## src/rtl/clwake_pkg.sv

```systemverilog
package clwake_pkg;
  localparam int ID_W = 5;
  typedef logic [ID_W-1:0] step_id_t;

  // step identifiers; order is the bring-up order
  localparam step_id_t ID_CACHE_FIRST = 5'd0;
  localparam step_id_t ID_CACHE_LAST  = 5'd9;
  localparam step_id_t ID_CORE_FIRST  = 5'd10;
  localparam step_id_t ID_CORE_LAST   = 5'd16;
  localparam step_id_t ID_BASE_LOAD   = 5'd17;
  localparam step_id_t CODE_MUX_TMO   = 5'd18;
  localparam step_id_t CODE_RDV_TMO   = 5'd19;

  typedef enum logic [2:0] {
    S_IDLE, S_STEP, S_PICK, S_MUXW, S_TRST, S_RDV, S_ERR
  } seq_state_t;
endpackage

```

## src/rtl/clwake_timer.sv

```systemverilog
module clwake_timer #(
  parameter int TO_W = 16
) (
  input  logic            clk,
  input  logic            rst_n,
  input  logic            run,
  input  logic [TO_W-1:0] limit,
  output logic            at_limit
);
  logic [TO_W-1:0] cnt;

  always_ff @(posedge clk) begin
    if (!rst_n)   cnt <= '0;
    else if (run) cnt <= cnt + 1'b1;
    else          cnt <= '0;
  end

  // last allowed waiting cycle; a zero limit never expires
  assign at_limit = (limit != '0) && (cnt == limit - 1'b1);
endmodule

```

## src/rtl/clwake_rdv.sv

```systemverilog
module clwake_rdv #(
  parameter int THR_W   = 8,
  parameter int NTHREAD = 4
) (
  input  logic             clk,
  input  logic             rst_n,
  input  logic             arm,
  input  logic [THR_W-1:0] stop_in,
  output logic             all_done
);
  function automatic logic [THR_W-1:0] live_mask();
    logic [THR_W-1:0] m;
    m = '0;
    for (int i = 0; i < NTHREAD; i++) m[i] = 1'b1;
    return m;
  endfunction
  localparam logic [THR_W-1:0] LIVE = live_mask();

  logic [THR_W-1:0] seen_q;
  logic [THR_W-1:0] seen_now;

  always_ff @(posedge clk) begin
    if (!rst_n || arm) seen_q <= '0;
    else               seen_q <= seen_q | stop_in;
  end

  assign seen_now = seen_q | stop_in;
  assign all_done = &(seen_now | ~LIVE);

  // collected reports never drop while the rendezvous is open
  assert_seen_grows_R6: assert property (@(posedge clk) disable iff (!rst_n)
    (!arm && $past(!arm)) |-> ((seen_q & $past(seen_q)) == $past(seen_q)))
    else $error("rendezvous bits lost");
endmodule

```

## src/rtl/clwake_pick.sv

```systemverilog
module clwake_pick #(
  parameter int N = 4,
  parameter int W = 2
) (
  input  logic [N-1:0] req,
  output logic [W-1:0] idx,
  output logic         any
);
  always_comb begin
    idx = '0;
    for (int i = N - 1; i >= 0; i--) begin
      if (req[i]) idx = W'(i);
    end
  end
  assign any = |req;
endmodule

```

## src/rtl/clwake_pwr_guard.sv

```systemverilog
module clwake_pwr_guard #(
  parameter int NCORE         = 4,
  parameter int CORE_W        = 2,
  parameter int CORE_OFF_LVL  = 5,
  parameter int CACHE_OFF_LVL = 11
) (
  input  logic              clk,
  input  logic              rst_n,
  input  logic              busy,
  input  logic              set_cache,
  input  logic              set_core,
  input  logic [CORE_W-1:0] set_idx,
  input  logic              pd_req,
  input  logic [NCORE-1:0]  pd_cores,
  input  logic [3:0]        pd_level,
  output logic              cache_pwr,
  output logic [NCORE-1:0]  core_pwr,
  output logic              pd_ack,
  output logic              pd_nak
);
  logic             hit_cores, hit_cache, allowed;
  logic [NCORE-1:0] cores_after;

  assign hit_cores   = pd_level >= 4'(CORE_OFF_LVL);
  assign hit_cache   = pd_level >= 4'(CACHE_OFF_LVL);
  assign cores_after = core_pwr & ~(hit_cores ? pd_cores : '0);
  assign allowed     = !busy && (!hit_cache || cores_after == '0);

  always_ff @(posedge clk) begin
    if (!rst_n) begin
      cache_pwr <= 1'b0;
      core_pwr  <= '0;
      pd_ack    <= 1'b0;
      pd_nak    <= 1'b0;
    end else begin
      pd_ack <= 1'b0;
      pd_nak <= 1'b0;
      if (set_cache) cache_pwr <= 1'b1;
      if (set_core)  core_pwr[set_idx] <= 1'b1;
      if (pd_req) begin
        if (allowed) begin
          pd_ack   <= 1'b1;
          core_pwr <= cores_after;
          if (hit_cache) cache_pwr <= 1'b0;
        end else begin
          pd_nak <= 1'b1;
        end
      end
    end
  end

  assert_cache_last_off_R10: assert property (@(posedge clk) disable iff (!rst_n)
    $fell(cache_pwr) |-> (core_pwr == '0))
    else $error("cache dropped with a core still on");
  assert_core_needs_cache_R2: assert property (@(posedge clk) disable iff (!rst_n)
    set_core |-> cache_pwr)
    else $error("core finished without cache");
endmodule

```

## src/rtl/clwake_seq.sv

```systemverilog
module clwake_seq
  import clwake_pkg::*;
#(
  parameter int NCORE         = 4,
  parameter int THR_W         = 8,
  parameter int NTHREAD       = 4,
  parameter int TO_W          = 16,
  parameter int CORE_OFF_LVL  = 5,
  parameter int CACHE_OFF_LVL = 11,
  localparam int CORE_W       = (NCORE > 1) ? $clog2(NCORE) : 1
) (
  input  logic              clk,
  input  logic              rst_n,
  input  logic              wake_req,
  input  logic [NCORE-1:0]  wake_cores,
  input  logic              runtime,
  input  logic [TO_W-1:0]   tmo_limit,
  output logic              step_req,
  output logic [ID_W-1:0]   step_id,
  output logic [CORE_W-1:0] step_core,
  input  logic              step_done,
  output logic              mux_req,
  input  logic              mux_grant,
  output logic              irq_block,
  output logic [THR_W-1:0]  thread_reset,
  input  logic [THR_W-1:0]  thread_stop15,
  input  logic              pd_req,
  input  logic [NCORE-1:0]  pd_cores,
  input  logic [3:0]        pd_level,
  output logic              pd_ack,
  output logic              pd_nak,
  output logic              cache_pwr,
  output logic [NCORE-1:0]  core_pwr,
  output logic              busy,
  output logic              done,
  output logic              err,
  output logic [ID_W-1:0]   err_code
);
  function automatic logic [THR_W-1:0] live_mask();
    logic [THR_W-1:0] m;
    m = '0;
    for (int i = 0; i < NTHREAD; i++) m[i] = 1'b1;
    return m;
  endfunction
  localparam logic [THR_W-1:0] LIVE = live_mask();

  seq_state_t        state;
  step_id_t          cur_id, code_q;
  logic              fresh, rt_q, irq_q, mux_q, done_q;
  logic [CORE_W-1:0] cur_core, pick_idx;
  logic [NCORE-1:0]  pend;
  logic              pick_any, at_limit, tmr_run, wait_evt, tmo;
  logic              rdv_all, set_cache, fin_core;

  assign tmr_run = (state == S_STEP && !fresh) || state == S_MUXW || state == S_RDV;

  always_comb begin
    case (state)
      S_STEP:  wait_evt = step_done;
      S_MUXW:  wait_evt = mux_grant;
      S_RDV:   wait_evt = rdv_all;
      default: wait_evt = 1'b0;
    endcase
  end

  assign tmo       = tmr_run && at_limit && !wait_evt;
  assign set_cache = state == S_STEP && !fresh && step_done && cur_id == ID_CACHE_LAST;
  assign fin_core  = (state == S_STEP && !fresh && step_done && cur_id == ID_CORE_LAST && !rt_q)
                   || (state == S_RDV && rdv_all);

  clwake_timer #(.TO_W(TO_W)) u_timer (
    .clk(clk), .rst_n(rst_n), .run(tmr_run), .limit(tmo_limit), .at_limit(at_limit)
  );

  clwake_rdv #(.THR_W(THR_W), .NTHREAD(NTHREAD)) u_rdv (
    .clk(clk), .rst_n(rst_n), .arm(state != S_RDV), .stop_in(thread_stop15),
    .all_done(rdv_all)
  );

  clwake_pick #(.N(NCORE), .W(CORE_W)) u_pick (
    .req(pend), .idx(pick_idx), .any(pick_any)
  );

  clwake_pwr_guard #(
    .NCORE(NCORE), .CORE_W(CORE_W),
    .CORE_OFF_LVL(CORE_OFF_LVL), .CACHE_OFF_LVL(CACHE_OFF_LVL)
  ) u_guard (
    .clk(clk), .rst_n(rst_n), .busy(busy),
    .set_cache(set_cache), .set_core(fin_core), .set_idx(cur_core),
    .pd_req(pd_req), .pd_cores(pd_cores), .pd_level(pd_level),
    .cache_pwr(cache_pwr), .core_pwr(core_pwr), .pd_ack(pd_ack), .pd_nak(pd_nak)
  );

  always_ff @(posedge clk) begin
    if (!rst_n) begin
      state    <= S_IDLE;
      cur_id   <= ID_CACHE_FIRST;
      code_q   <= '0;
      fresh    <= 1'b0;
      rt_q     <= 1'b0;
      irq_q    <= 1'b0;
      mux_q    <= 1'b0;
      done_q   <= 1'b0;
      cur_core <= '0;
      pend     <= '0;
    end else begin
      done_q <= 1'b0;
      case (state)
        S_IDLE: if (wake_req) begin
          pend <= wake_cores & ~core_pwr;
          rt_q <= runtime;
          if (!cache_pwr) begin
            state  <= S_STEP;
            cur_id <= ID_CACHE_FIRST;
            fresh  <= 1'b1;
          end else begin
            state <= S_PICK;
          end
        end
        S_STEP: begin
          if (fresh) begin
            fresh <= 1'b0;
          end else if (step_done) begin
            if (cur_id == ID_CACHE_LAST) begin
              state <= S_PICK;
            end else if (cur_id == ID_CORE_LAST && rt_q) begin
              cur_id <= ID_BASE_LOAD;
              fresh  <= 1'b1;
              irq_q  <= 1'b1;
            end else if (cur_id == ID_CORE_LAST) begin
              pend[cur_core] <= 1'b0;
              state          <= S_PICK;
            end else if (cur_id == ID_BASE_LOAD) begin
              state <= S_TRST;
            end else begin
              cur_id <= cur_id + 1'b1;
              fresh  <= 1'b1;
            end
          end else if (tmo) begin
            state  <= S_ERR;
            code_q <= cur_id;
            mux_q  <= 1'b0;
          end
        end
        S_PICK: begin
          if (!pick_any) begin
            state  <= S_IDLE;
            done_q <= 1'b1;
          end else begin
            cur_core <= pick_idx;
            if (rt_q) begin
              state <= S_MUXW;
              mux_q <= 1'b1;
            end else begin
              state  <= S_STEP;
              cur_id <= ID_CORE_FIRST;
              fresh  <= 1'b1;
            end
          end
        end
        S_MUXW: begin
          if (mux_grant) begin
            state  <= S_STEP;
            cur_id <= ID_CORE_FIRST;
            fresh  <= 1'b1;
          end else if (tmo) begin
            state  <= S_ERR;
            code_q <= CODE_MUX_TMO;
            mux_q  <= 1'b0;
          end
        end
        S_TRST: state <= S_RDV;
        S_RDV: begin
          if (rdv_all) begin
            irq_q          <= 1'b0;
            mux_q          <= 1'b0;
            pend[cur_core] <= 1'b0;
            state          <= S_PICK;
          end else if (tmo) begin
            state  <= S_ERR;
            code_q <= CODE_RDV_TMO;
            mux_q  <= 1'b0;
          end
        end
        default: ;
      endcase
    end
  end

  assign step_req     = state == S_STEP && fresh;
  assign step_id      = cur_id;
  assign step_core    = cur_core;
  assign mux_req      = mux_q;
  assign irq_block    = irq_q;
  assign thread_reset = (state == S_TRST) ? LIVE : '0;
  assign busy         = state != S_IDLE && state != S_ERR;
  assign done         = done_q;
  assign err          = state == S_ERR;
  assign err_code     = code_q;

  assert_step_pulse_R1: assert property (@(posedge clk) disable iff (!rst_n)
    step_req |=> !step_req)
    else $error("step request longer than one cycle");
  assert_core_after_cache_R2: assert property (@(posedge clk) disable iff (!rst_n)
    (step_req && step_id >= ID_CORE_FIRST) |-> cache_pwr)
    else $error("core step before cache is up");
  assert_mux_held_R4: assert property (@(posedge clk) disable iff (!rst_n)
    (step_req && step_id >= ID_CORE_FIRST && rt_q) |-> mux_req)
    else $error("runtime core step without bus mux");
  assert_irq_release_R6: assert property (@(posedge clk) disable iff (!rst_n)
    $fell(irq_block) |-> $past(rdv_all))
    else $error("interrupts released before rendezvous");
  assert_tmo_err_R7: assert property (@(posedge clk) disable iff (!rst_n)
    tmo |=> err)
    else $error("timeout did not raise error");
  assert_err_sticky_R7: assert property (@(posedge clk) disable iff (!rst_n)
    err |=> (err && $stable(err_code)))
    else $error("error not sticky");
  assert_done_idle_R8: assert property (@(posedge clk) disable iff (!rst_n)
    done |-> !busy)
    else $error("done while busy");
endmodule

```

## config.mk

```make
export PLATFORM = sky130hd
export DESIGN_NAME = clwake_seq
export DESIGN_NICKNAME = d
export VERILOG_FILES = /design/src/rtl/clwake_pkg.sv /design/src/rtl/clwake_timer.sv /design/src/rtl/clwake_rdv.sv /design/src/rtl/clwake_pick.sv /design/src/rtl/clwake_pwr_guard.sv /design/src/rtl/clwake_seq.sv
export SDC_FILE = /design/constraint.sdc
export NUM_CORES = 1
export LEC_CHECK = 0
export BUFFER_PORTS_ARGS = -buffer_cell sky130_fd_sc_hd__buf_2
export CAP_MARGIN = 20
export CORE_AREA = 2 2 102 144
export DETAILED_ROUTE_END_ITERATION = 8
export DIE_AREA = 0 0 104 146
export MAX_ROUTING_LAYER = met4
export PLACE_DENSITY = 0.51
export REMOVE_ABC_BUFFERS = 1
export SLEW_MARGIN = 20
export SYNTH_ARGS = -nofsm -noshare
export SYNTH_HDL_FRONTEND = slang
export SYNTH_HIERARCHICAL = 1
export SYNTH_SLANG_ARGS = --single-unit
export TNS_END_PERCENT = 20
```

## constraint.sdc

```tcl
create_clock -name clk -period 6.95 [get_ports clk]
set_input_delay 0 -clock clk [delete_from_list [all_inputs] [get_ports clk]]
set_output_delay 0 -clock clk [all_outputs]
set_load 0.01 [all_outputs]
```

== After elaboration in Yosys (flattened, before gate mapping) ==
Index checks and enable logic that the tools add are counted.
Widths: inputs -> output; s select.

* Bitwise operators: 8
* Eq/ne operators: 35
* Magnitude comparators: 4
* Reductions and logical operators: 49
* Add/subtract/negate cells: 3
* Mux-type cells: 87

{| class="wikitable"
|+ Operators with widths
! kind !! number
|-
| $mux 5 || 18
|-
| $mux 4 || 12
|-
| $ne 2x2->1 const B || 17
|-
| $mux 1 || 31
|-
| $mux 3 || 10
|-
| $pmux 5 s4 || 1
|-
| $pmux 3 s6 || 1
|-
| $reduce_and 6->1 || 3
|-
| $add 16x1->16 const B || 1
|-
| $eq 16x16->1 || 1
|-
| $reduce_and 8->1 || 2
|-
| $reduce_bool 16->1 || 1
|-
| $sub 16x1->16 const B || 1
|-
| $pmux 5 s3 || 1
|-
| $logic_and 1x1->1 || 14
|-
| $mux 2 || 7
|-
| $and 4x4->4 || 3
|-
| $not 4->4 || 3
|-
| $pmux 4 s3 || 1
|-
| $reduce_and 11->1 || 1
|-
| $eq 5x5->1 const B || 2
|-
| $reduce_and 2->1 || 5
|-
| $eq 3x3->1 const B || 3
|-
| $ne 3x3->1 const B || 3
|-
| other kinds (29) || 44
|}

* Word-level logic and storage cells: 202
* Flip-flop bits (word level): 55
* Output and inout bits: 33
* Input bits: 43

== Longest topological paths before layout ==
Gate-level depths: netlist of run 1.

* Depth after elaboration: 12
* Depth in mapped cells: 14
* Mapped depth without buffers: 12

== By module ==
Netlist of run 1, hierarchy kept.

{| class="wikitable"
|+ Modules (own cells, without submodules)
! module !! seq. area each (µm²) !! area an instance (µm²) !! instances !! cells each
|-
| clwake_seq || 480.5 || 1,652.8 || 1 || 214
|-
| clwake_timer || 320.3 || 1,253.7 || 1 || 157
|-
| clwake_pwr_guard || 140.1 || 347.8 || 1 || 43
|-
| clwake_rdv || 80.1 || 128.9 || 1 || 14
|-
| clwake_pick || 0.0 || 35.0 || 1 || 7
|}

== Worst setup path after synthesis of run 1 ==
OpenSTA, ideal clock, no wires.

* Path type: input -> register
* Start point: input port tmo_limit[0]
* End point: register code_q[0] (netlist: err_code[0])
* Slack: 4.197 ns
* Required time: 6.822 ns
* Path buffers: 3
* Library setup time: 0.128 ns
* Stages: 14
* Arrival: 2.625 ns
* Path through: clkbuf_1 -> inv_1 -> ha_1 -> or4b_1 -> clkbuf_1 -> and4bb_1 -> xnor2_1 -> o211ai_1 -> nor4_2 -> and2_1 -> o311a_1 -> clkbuf_1 -> mux2i_1 -> nor2_1

* Word-level cells in the longest chain between the ends: 7
* Elaborated cells between the ends (all ways): 10
* Those cells by class: 1 x add/sub; 4 x eq/ne; 5 x reduce/logical

{| class="wikitable"
|+ Ends and longest elaborated chain
! item !! line !! source
|-
| from (decl) || clwake_seq.sv:17 || <nowiki>input logic [TO_W-1:0] tmo_limit,</nowiki>
|-
| $sub 16x1->16 || clwake_timer.sv:19 || <nowiki>assign at_limit = (limit != '0) && (cnt == limit - 1'b1);</nowiki>
|-
| $eq 16x16->1 || clwake_timer.sv:19 ||
|-
| $logic_and 1x1->1 (*) || clwake_timer.sv:19 ||
|-
| net at_limit || clwake_seq.sv:52 || <nowiki>logic pick_any, at_limit, tmr_run, wait_evt, tmo;</nowiki>
|-
| $logic_and 1x1->1 (*) (2 in a row) || clwake_seq.sv:66 || <nowiki>assign tmo = tmr_run && at_limit && !wait_evt;</nowiki>
|-
| $ne 2x2->1 (no line) || - ||
|-
| $reduce_and 8->1 (no line) (*) || - ||
|-
| to (signal assigned) || clwake_seq.sv:141 || <nowiki>code_q <= cur_id;</nowiki>
|-
| to (decl) || clwake_seq.sv:48 || <nowiki>step_id_t cur_id, code_q;</nowiki>
|}

Mark *: on every way through the listed nets, which the timed path passes. The rest lies on a longest branch.
A chain may end at the register's enable or synchronous reset.

== Worst setup path after layout of run 1 ==
* Start point: register u_timer.cnt[5]
* End point: register state[2]

* Word-level cells in the longest chain between the ends: 8
* Elaborated cells between the ends (all ways): 10
* Those cells by class: 1 x eq/ne; 6 x mux; 3 x reduce/logical

{| class="wikitable"
|+ Ends and longest elaborated chain
! item !! line !! source
|-
| from (decl) || clwake_timer.sv:10 || <nowiki>logic [TO_W-1:0] cnt;</nowiki>
|-
| from (signal assigned) || clwake_timer.sv:14 || <nowiki>else if (run) cnt <= cnt + 1'b1;</nowiki>
|-
| $eq 16x16->1 (*) || clwake_timer.sv:19 ||
|-
| $logic_and 1x1->1 (*) || clwake_timer.sv:19 ||
|-
| net at_limit || clwake_seq.sv:52 ||
|-
| $logic_and 1x1->1 (*) (2 in a row) || clwake_seq.sv:66 ||
|-
| $mux 3 (*) || - ||
|-
| $mux 3 (2 in a row) || - ||
|-
| $pmux 3 s6 (*) || - ||
|-
| to (signal assigned) || clwake_seq.sv:96 || <nowiki>state <= S_IDLE;</nowiki>
|-
| to (signal assigned) || clwake_seq.sv:113 || <nowiki>state <= S_STEP;</nowiki>
|-
| to (signal assigned) || clwake_seq.sv:117 || <nowiki>state <= S_PICK;</nowiki>
|-
| to (decl) || clwake_seq.sv:47 || <nowiki>seq_state_t state;</nowiki>
|}

Mark *: on every way through the listed nets, which the timed path passes. The rest lies on a longest branch. The select of a mux whose other input is x is not followed.

==> results.json, run 1 <==
{
  "core_area_sq_um": 13800,
  "clk_latency_ns": 0.29,
  "yosysWarnings": 6,
  "finalSetupViolCount": 0,
  "min_period_over_period_pct": 44.6,
  "cts-htree-levels": 2,
  "synth_sequential_area_ratio_pct": 29.9,
  "drive_above_1_share_pct": 18.7,
  "die_area_sq_um": 15200,
  "grt_pass1_wl_microns": 15600,
  "cts_made_buffers": 5,
  "hold_viol_final": 0,
  "synth_cells": 435,
  "netlist_area_sq_um": 3420,
  "first_global_vias": 3287,
  "power.total_uw": 909,
  "ios": 76,
  "final_nets": 541,
  "drv_cap": 0,
  "ant_nets": 0,
  "rows": 51,
  "path_depth": 10,
  "fill_cells": 1516,
  "crit_fanout": 12,
  "start_util_pct": 24.8,
  "hp-class": "in -> reg",
  "min_path_cells": 3,
  "max_freq_mhz": 323,
  "routabilityCongestion": 0.845,
  "fp.dieW_microns": 104,
  "cpPeakStageDelay_ns": 0.45,
  "synth_top_cell_by_area": "dfxtp_1",
  "slew_viol_final": 0,
  "drc": 0,
  "wire_per_inst_microns": 13.8,
  "num_vias": 3353,
  "ys_seq_elements": 51,
  "crit_chain": "xnor2_1 > or4_1 > a2111oi_2 > nand4_1 > nor4_2 > and2_1 > o311a_1 > o2bb2ai_1 > o31ai_1 > a21oi_1",
  "synth_edf_count": 0,
  "die_height_microns": 146,
  "cp-start-kind": "flip-flop",
  "finalCoreUtilization_pct": 29.8,
  "antenna_found_initial": 0,
  "slew_headroom_pct": 41.0,
  "clock_sinks": 51,
  "port_buffers": 67,
  "crit_start": "u_timer/cnt[5]$_SDFF_PN0_",
  "fin_crit_ns": 3.10,
  "rsz0062_at_grt": "no",
  "cts_setup_buffers": 0,
  "finalWirelength_microns": 9320,
  "cp_data_required_time_ns": 7.17,
  "worst_pin_slew_ns": 0.885,
  "path_clk_slew_ns": 0.07,
  "drtPass1Iterations": 4,
  "cts_tree": "yes",
  "yosysTopAreaCellShare_pct": 29.9,
  "r2r_start": "u_timer/cnt[5]$_SDFF_PN0_",
  "tns_ns": 0,
  "viasPerCell": 4.95,
  "rr_worst_depth": 10,
  "ys_types": 75,
  "dp_hpwl_microns": 6990,
  "crit_slowest_cell": "dfxtp_1",
  "end_kind": "flip-flop",
  "cts_root_buf": "clkbuf_16",
  "powerDensity_nw_per_um2": 221,
  "fin_skew_ns": 0.00685,
  "leakage_nw": 1.50,
  "areaGrowthSynthToFinish_pct": 20.1,
  "avgSynthCellArea_sq_um": 7.86,
  "cts.path.max_buffers": 2,
  "yosys-top-cells-area": "dfxtp_1, nor2_1, xnor2_1",
  "worstHoldStart": "wake_cores[0]",
  "drtIter0Drc": 227,
  "peakVddDrop_mv": 0.0987,
  "worstPathArrival_ns": 3.32,
  "overflow": 0,
  "critPathKind": "reg -> reg",
  "async_flop_share_pct": 0,
  "antennaDiodeCount": 0,
  "track_usage_pct": 12.7,
  "yosys_most_used_dff": "dfxtp_1",
  "cp_top_family": "compound AO/OA/AOI/OAI gates",
  "grt_max_degree": 31,
  "crit_buf_inv": 0,
  "status": "finished, final reports clean"
}
[where the power goes]
group | switching (mW) | internal, mW | total [mW]
logic | 0.177 | 0.111 | 0.287
clock network | 0.106 | 0.168 | 0.275
registers | 0.0346 | 0.313 | 0.347
total | 0.318 | 0.591 | 0.909
[logic make-up after synthesis]
group	count (synthesis)	synth area share (%)
other	1	0.110
XOR/XNOR	31	7.94
AND/OR/NAND/NOR	196	31.4
adder cells (fa/ha/maj)	6	2.20
flip-flops	51	29.9
AO/OA/AOI/OAI	103	21.5
buffers and inverters	43	5.82
multiplexers	4	1.17
[per-stage QoR]
stage	hold slack (ns)	area (sq um)	instances	worst slack (ns)
3_3_place_gp	0.250	3860	661	3.64
6_report	0.0190	4110	677	3.85
2_1_floorplan	0.132	3280	407	4.32
3_5_place_dp	0.252	3860	661	3.61
4_1_cts	0.0174	4110	677	3.82
5_1_grt	0.0320	4110	677	3.55
[worst paths after layout]
kind                                                 end  slack [ns]
worst min-delay path                pend[0]$_SDFFE_PN0P_        0.02
worst min register to register  err_code[2]$_SDFFE_PN0P_        0.47
worst max-delay path               state[2]$_SDFFE_PN0P_        3.85
worst max register to register     state[2]$_SDFFE_PN0P_        3.85
[cells in the mapped netlist, types with 3 or more instances]
library cell and n:
dfxtp_1 51, nor2_1 47, nand2_1 33, a21oi_1 27, clkbuf_1 19, xnor2_1 19, o21ai_0 18, nand3_1 16
nor3_1 15, nand2b_1 13, xor2_1 12, inv_1 11, nor2b_1 10, nor3b_1 10, o211ai_1 9, buf_4 7
and3_1 6, ha_1 6, nand3b_1 6, nor4_1 6, nand4_1 5, o31ai_1 5, a41oi_1 4, and2_1 4
mux2i_1 4, o21a_1 4, or3_1 3, or4_1 3
[area by class of cell]
| type | count | area (sq um) | share of cell area (%) |
|---|---|---|---|
| Clock buffer | 6 | 129 | 3.14 |
| Multi-Input combinational cell | 344 | 2210 | 53.8 |
| Timing Repair Buffer | 78 | 440 | 10.7 |
| Sequential cell | 51 | 1020 | 24.9 |
| Inverter | 12 | 45.0 | 1.10 |
| Clock inverter | 1 | 30.0 | 0.731 |
| Tap cell | 185 | 231 | 5.64 |
[placed cells by master (no fill, tap or decap), drive strengths merged, types with 10 or more instances in the layout]
cell type | Yosys | final
xnor2 | 19 | 19
o21ai | 19 | 19
nor2 | 47 | 47
nor2b | 10 | 10
inv | 11 | 11
nand2b | 13 | 13
a21oi | 28 | 28
nand2 | 33 | 33
nor3b | 10 | 10
nor3 | 15 | 15
xor2 | 12 | 12
dfxtp | 51 | 51
nand3 | 16 | 16
buf | 11 | 69
[layer usage]
metal  share of wire (%)  up-vias  GRT usage, %
met2                  51       85          22.2
li1                    -     1670             -
met4                 2.3        0          4.86
met1                  42     1583          14.2
met3                 4.1       15          2.42
met5                   0        -             -
[state kept, by name (all words and copies together) (netlist names), 2 cells and up]
register          count
err_code              5
u_guard/core_pwr      4
state                 3
step_id               5
u_rdv/seen_q          4
step_core             2
u_timer/cnt          16
pend                  4
[worst reg2reg max path: stages (launching register included)]
cell and delay [ns]:
dfxtp_1 0.45, xnor2_1 0.13, or4_1 0.42, a2111oi_2 0.36, nand4_1 0.16, nor4_2 0.42, and2_1 0.18, o311a_1 0.44
o2bb2ai_1 0.22, o31ai_1 0.09, a21oi_1 0.16
[what timing repair did]
item                                   in CTS  in global routing
hold buffers                                9                  0
gates resized for setup                     0                  0
endpoints found under the hold margin      12                  0
No activity file was read; power rests on OpenSTA's default activity.
==> run 2: changes to the inputs <==
--- a/config.mk
+++ b/config.mk
@@ -11,7 +11,7 @@
 export DETAILED_ROUTE_END_ITERATION = 8
 export DIE_AREA = 0 0 104 146
 export MAX_ROUTING_LAYER = met4
-export PLACE_DENSITY = 0.51
+export PLACE_DENSITY = 0.53
 export REMOVE_ABC_BUFFERS = 1
 export SLEW_MARGIN = 20
 export SYNTH_ARGS = -nofsm -noshare
==> constraint.sdc (replaced) <==
create_clock -name clk -period 2.8 [get_ports clk]
set_input_delay 0 -clock clk [delete_from_list [all_inputs] [get_ports clk]]
set_output_delay 0 -clock clk [all_outputs]
set_load 0.01 [all_outputs]
==> results.json, run 2 (synthesized netlist as in run 1, its figures left out) <==
{
  "r2r_start": "u_timer/cnt[9]$_SDFF_PN0_",
  "final_nets": 558,
  "finalCoreUtilization_pct": 30.7,
  "fp.dieW_microns": 104,
  "grt-busiest-layer": "met2",
  "grt_pass1_wl_microns": 15600,
  "drc": 0,
  "worstPathArrival_ns": 2.71,
  "cp_top_family": "simple AND/OR/NAND/NOR gates",
  "crit_buf_inv": 1,
  "max_freq_mhz": 394,
  "drive_above_1_share_pct": 22.0,
  "worst_pin_slew_ns": 0.676,
  "rows": 51,
  "ios": 76,
  "endpoint": "err_code[0]$_SDFFE_PN0P_",
  "antenna_found_initial": 0,
  "areaGrowthSynthToFinish_pct": 23.8,
  "finalWirelength_microns": 9570,
  "start_util_pct": 24.8,
  "top_register": "u_timer/cnt",
  "hold_viol_final": 1,
  "fin_crit_ns": 2.54,
  "peakVddDrop_mv": 0.244,
  "gr-usage-met1_pct": 14.8,
  "cp_data_required_time_ns": 2.97,
  "fin_skew_ns": 0.00284,
  "timing.rr.end": "err_code[0]$_SDFFE_PN0P_",
  "min_path_cells": 3,
  "cpPeakStageDelay_ns": 0.43,
  "cts.path.max_buffers": 2,
  "cts_setup_buffers": 0,
  "drtPass1Iterations": 4,
  "grt_max_degree": 20,
  "slew_viol_final": 0,
  "powerDensity_nw_per_um2": 520,
  "antennaDiodeCount": 0,
  "dp.cells": 678,
  "cts-htree-levels": 2,
  "mostFrequentLayoutCells": "buf_2, dfxtp_1, nor2_1, nand2_1, a21oi_1",
  "tns_ns": 0,
  "cts_root_buf": "clkbuf_16",
  "fill_cells": 1523,
  "path_depth": 10,
  "first_global_vias": 3240,
  "final_common_cell": "buf_2",
  "largest_register_ffs": 16,
  "num_vias": 3402,
  "drtIter0Drc": 207,
  "reg2reg_slack_ns": 0.26,
  "cts_tree": "yes",
  "power.total_mw": 2.20,
  "viasPerCell": 4.89,
  "hold_slack_ns": -0.00530,
  "rr_worst_depth": 10,
  "crit_slowest_cell": "dfxtp_1",
  "overflow": 0,
  "clock_sinks": 51,
  "drv_cap": 0,
  "critPathKind": "reg -> reg",
  "routabilityCongestion": 0.893,
  "dp_hpwl_microns": 7360,
  "port_buffers": 67,
  "leakage_nw": 1.58,
  "cp-start-kind": "flip-flop",
  "finalSetupViolCount": 0,
  "track_usage_pct": 12.7,
  "crit_fanout": 10,
  "crit_start": "u_timer/cnt[9]$_SDFF_PN0_",
  "min_period_over_period_pct": 90.8,
  "path_clk_slew_ns": 0.07,
  "status": "finished with violations",
  "instances_no_fill": 695,
  "rsz0062_at_grt": "no",
  "use_met2_pct": 22.4,
  "hp-class": "in -> reg",
  "slew_headroom_pct": 54.7,
  "wire_per_inst_microns": 13.8,
  "end_kind": "flip-flop",
  "violations": "hold timing",
  "clk_latency_ns": 0.29,
  "die_area_sq_um": 15200,
  "cts_made_buffers": 5,
  "die_height_microns": 146,
  "crit_chain": "xnor2_1 > or3_2 > a211oi_2 > o32ai_1 > nor4_2 > and2_1 > o311a_1 > buf_6 > mux2i_1 > nor2_1",
  "core_area_sq_um": 13800,
  "ant_nets": 0,
  "met3_usage_pct": 1.93
}
-- run 2: cell types whose count changed in the layout (fill, tap and decap cells not counted), sizes merged --
cell	delta
buf	+17
bufinv	-1
clkinv	+1
clkinvlp	+1
-- run 2: cell type report --
| type | count | area, sq um | area share [%] |
|---|---|---|---|
| Multi-Input combinational cell | 344 | 2220 | 52.5 |
| Sequential cell | 51 | 1020 | 24.1 |
| Timing Repair Buffer | 95 | 572 | 13.5 |
| Tap cell | 185 | 231 | 5.47 |
| Clock buffer | 6 | 129 | 3.05 |
| Inverter | 12 | 45.0 | 1.06 |
| Clock inverter | 2 | 12.5 | 0.296 |
-- run 2: stage by stage --
stage	cell area [sq um]	worst slack, ns
after floorplan	3280	0.173
after global placement	3990	-0.0560
after detailed placement	3990	-0.0704
after CTS	4220	0.0380
after global routing	4230	0.0159
final	4230	0.259
-- run 2: worst min path at each step --
stage	slack, ns	end	from
6_report	-0.005	pend[0]$_SDFFE_PN0P_	wake_cores[0]
5_1_grt	0.006	pend[0]$_SDFFE_PN0P_	wake_cores[0]
4_1_cts	0.0002	pend[0]$_SDFFE_PN0P_	wake_cores[0]
3_5_place_dp	0.24	rt_q$_SDFFE_PN0P_	runtime
3_3_place_gp	0.25	u_rdv/seen_q[1]$_SDFF_PP0_	thread_stop15[1]
2_1_floorplan	0.13	u_guard/core_pwr[0]$_SDFF_PN0_	pd_req
-- run 2: layer usage --
metal | share of wire, % | vias up
li1 | - | 1714
met1 | 44 | 1583
met2 | 50 | 91
met3 | 3.8 | 14
met4 | 2.1 | 0
met5 | 0 | -
-- run 2: worst register-to-register path, stage by stage (launching register included) --
cell      delay, ns
dfxtp_1        0.43
xnor2_1        0.12
or3_2          0.43
a211oi_2       0.23
o32ai_1        0.14
nor4_2         0.29
and2_1         0.18
o311a_1        0.22
buf_6          0.16
mux2i_1        0.19
nor2_1         0.05
-- run 2: report_power, final --
group          leakage, nW  internal [mW]  switching [mW]
Sequential           0.413          0.776          0.0830
Clock               0.0669          0.330           0.266
Combinational         1.10          0.301           0.443
Total                 1.58           1.41           0.793
-- run 2: timing repair --
item                                   CTS  global route
hold buffers                             9             0
endpoints found under the hold margin   12             0
resized for setup                        0             3
setup endpoints to repair                0             7
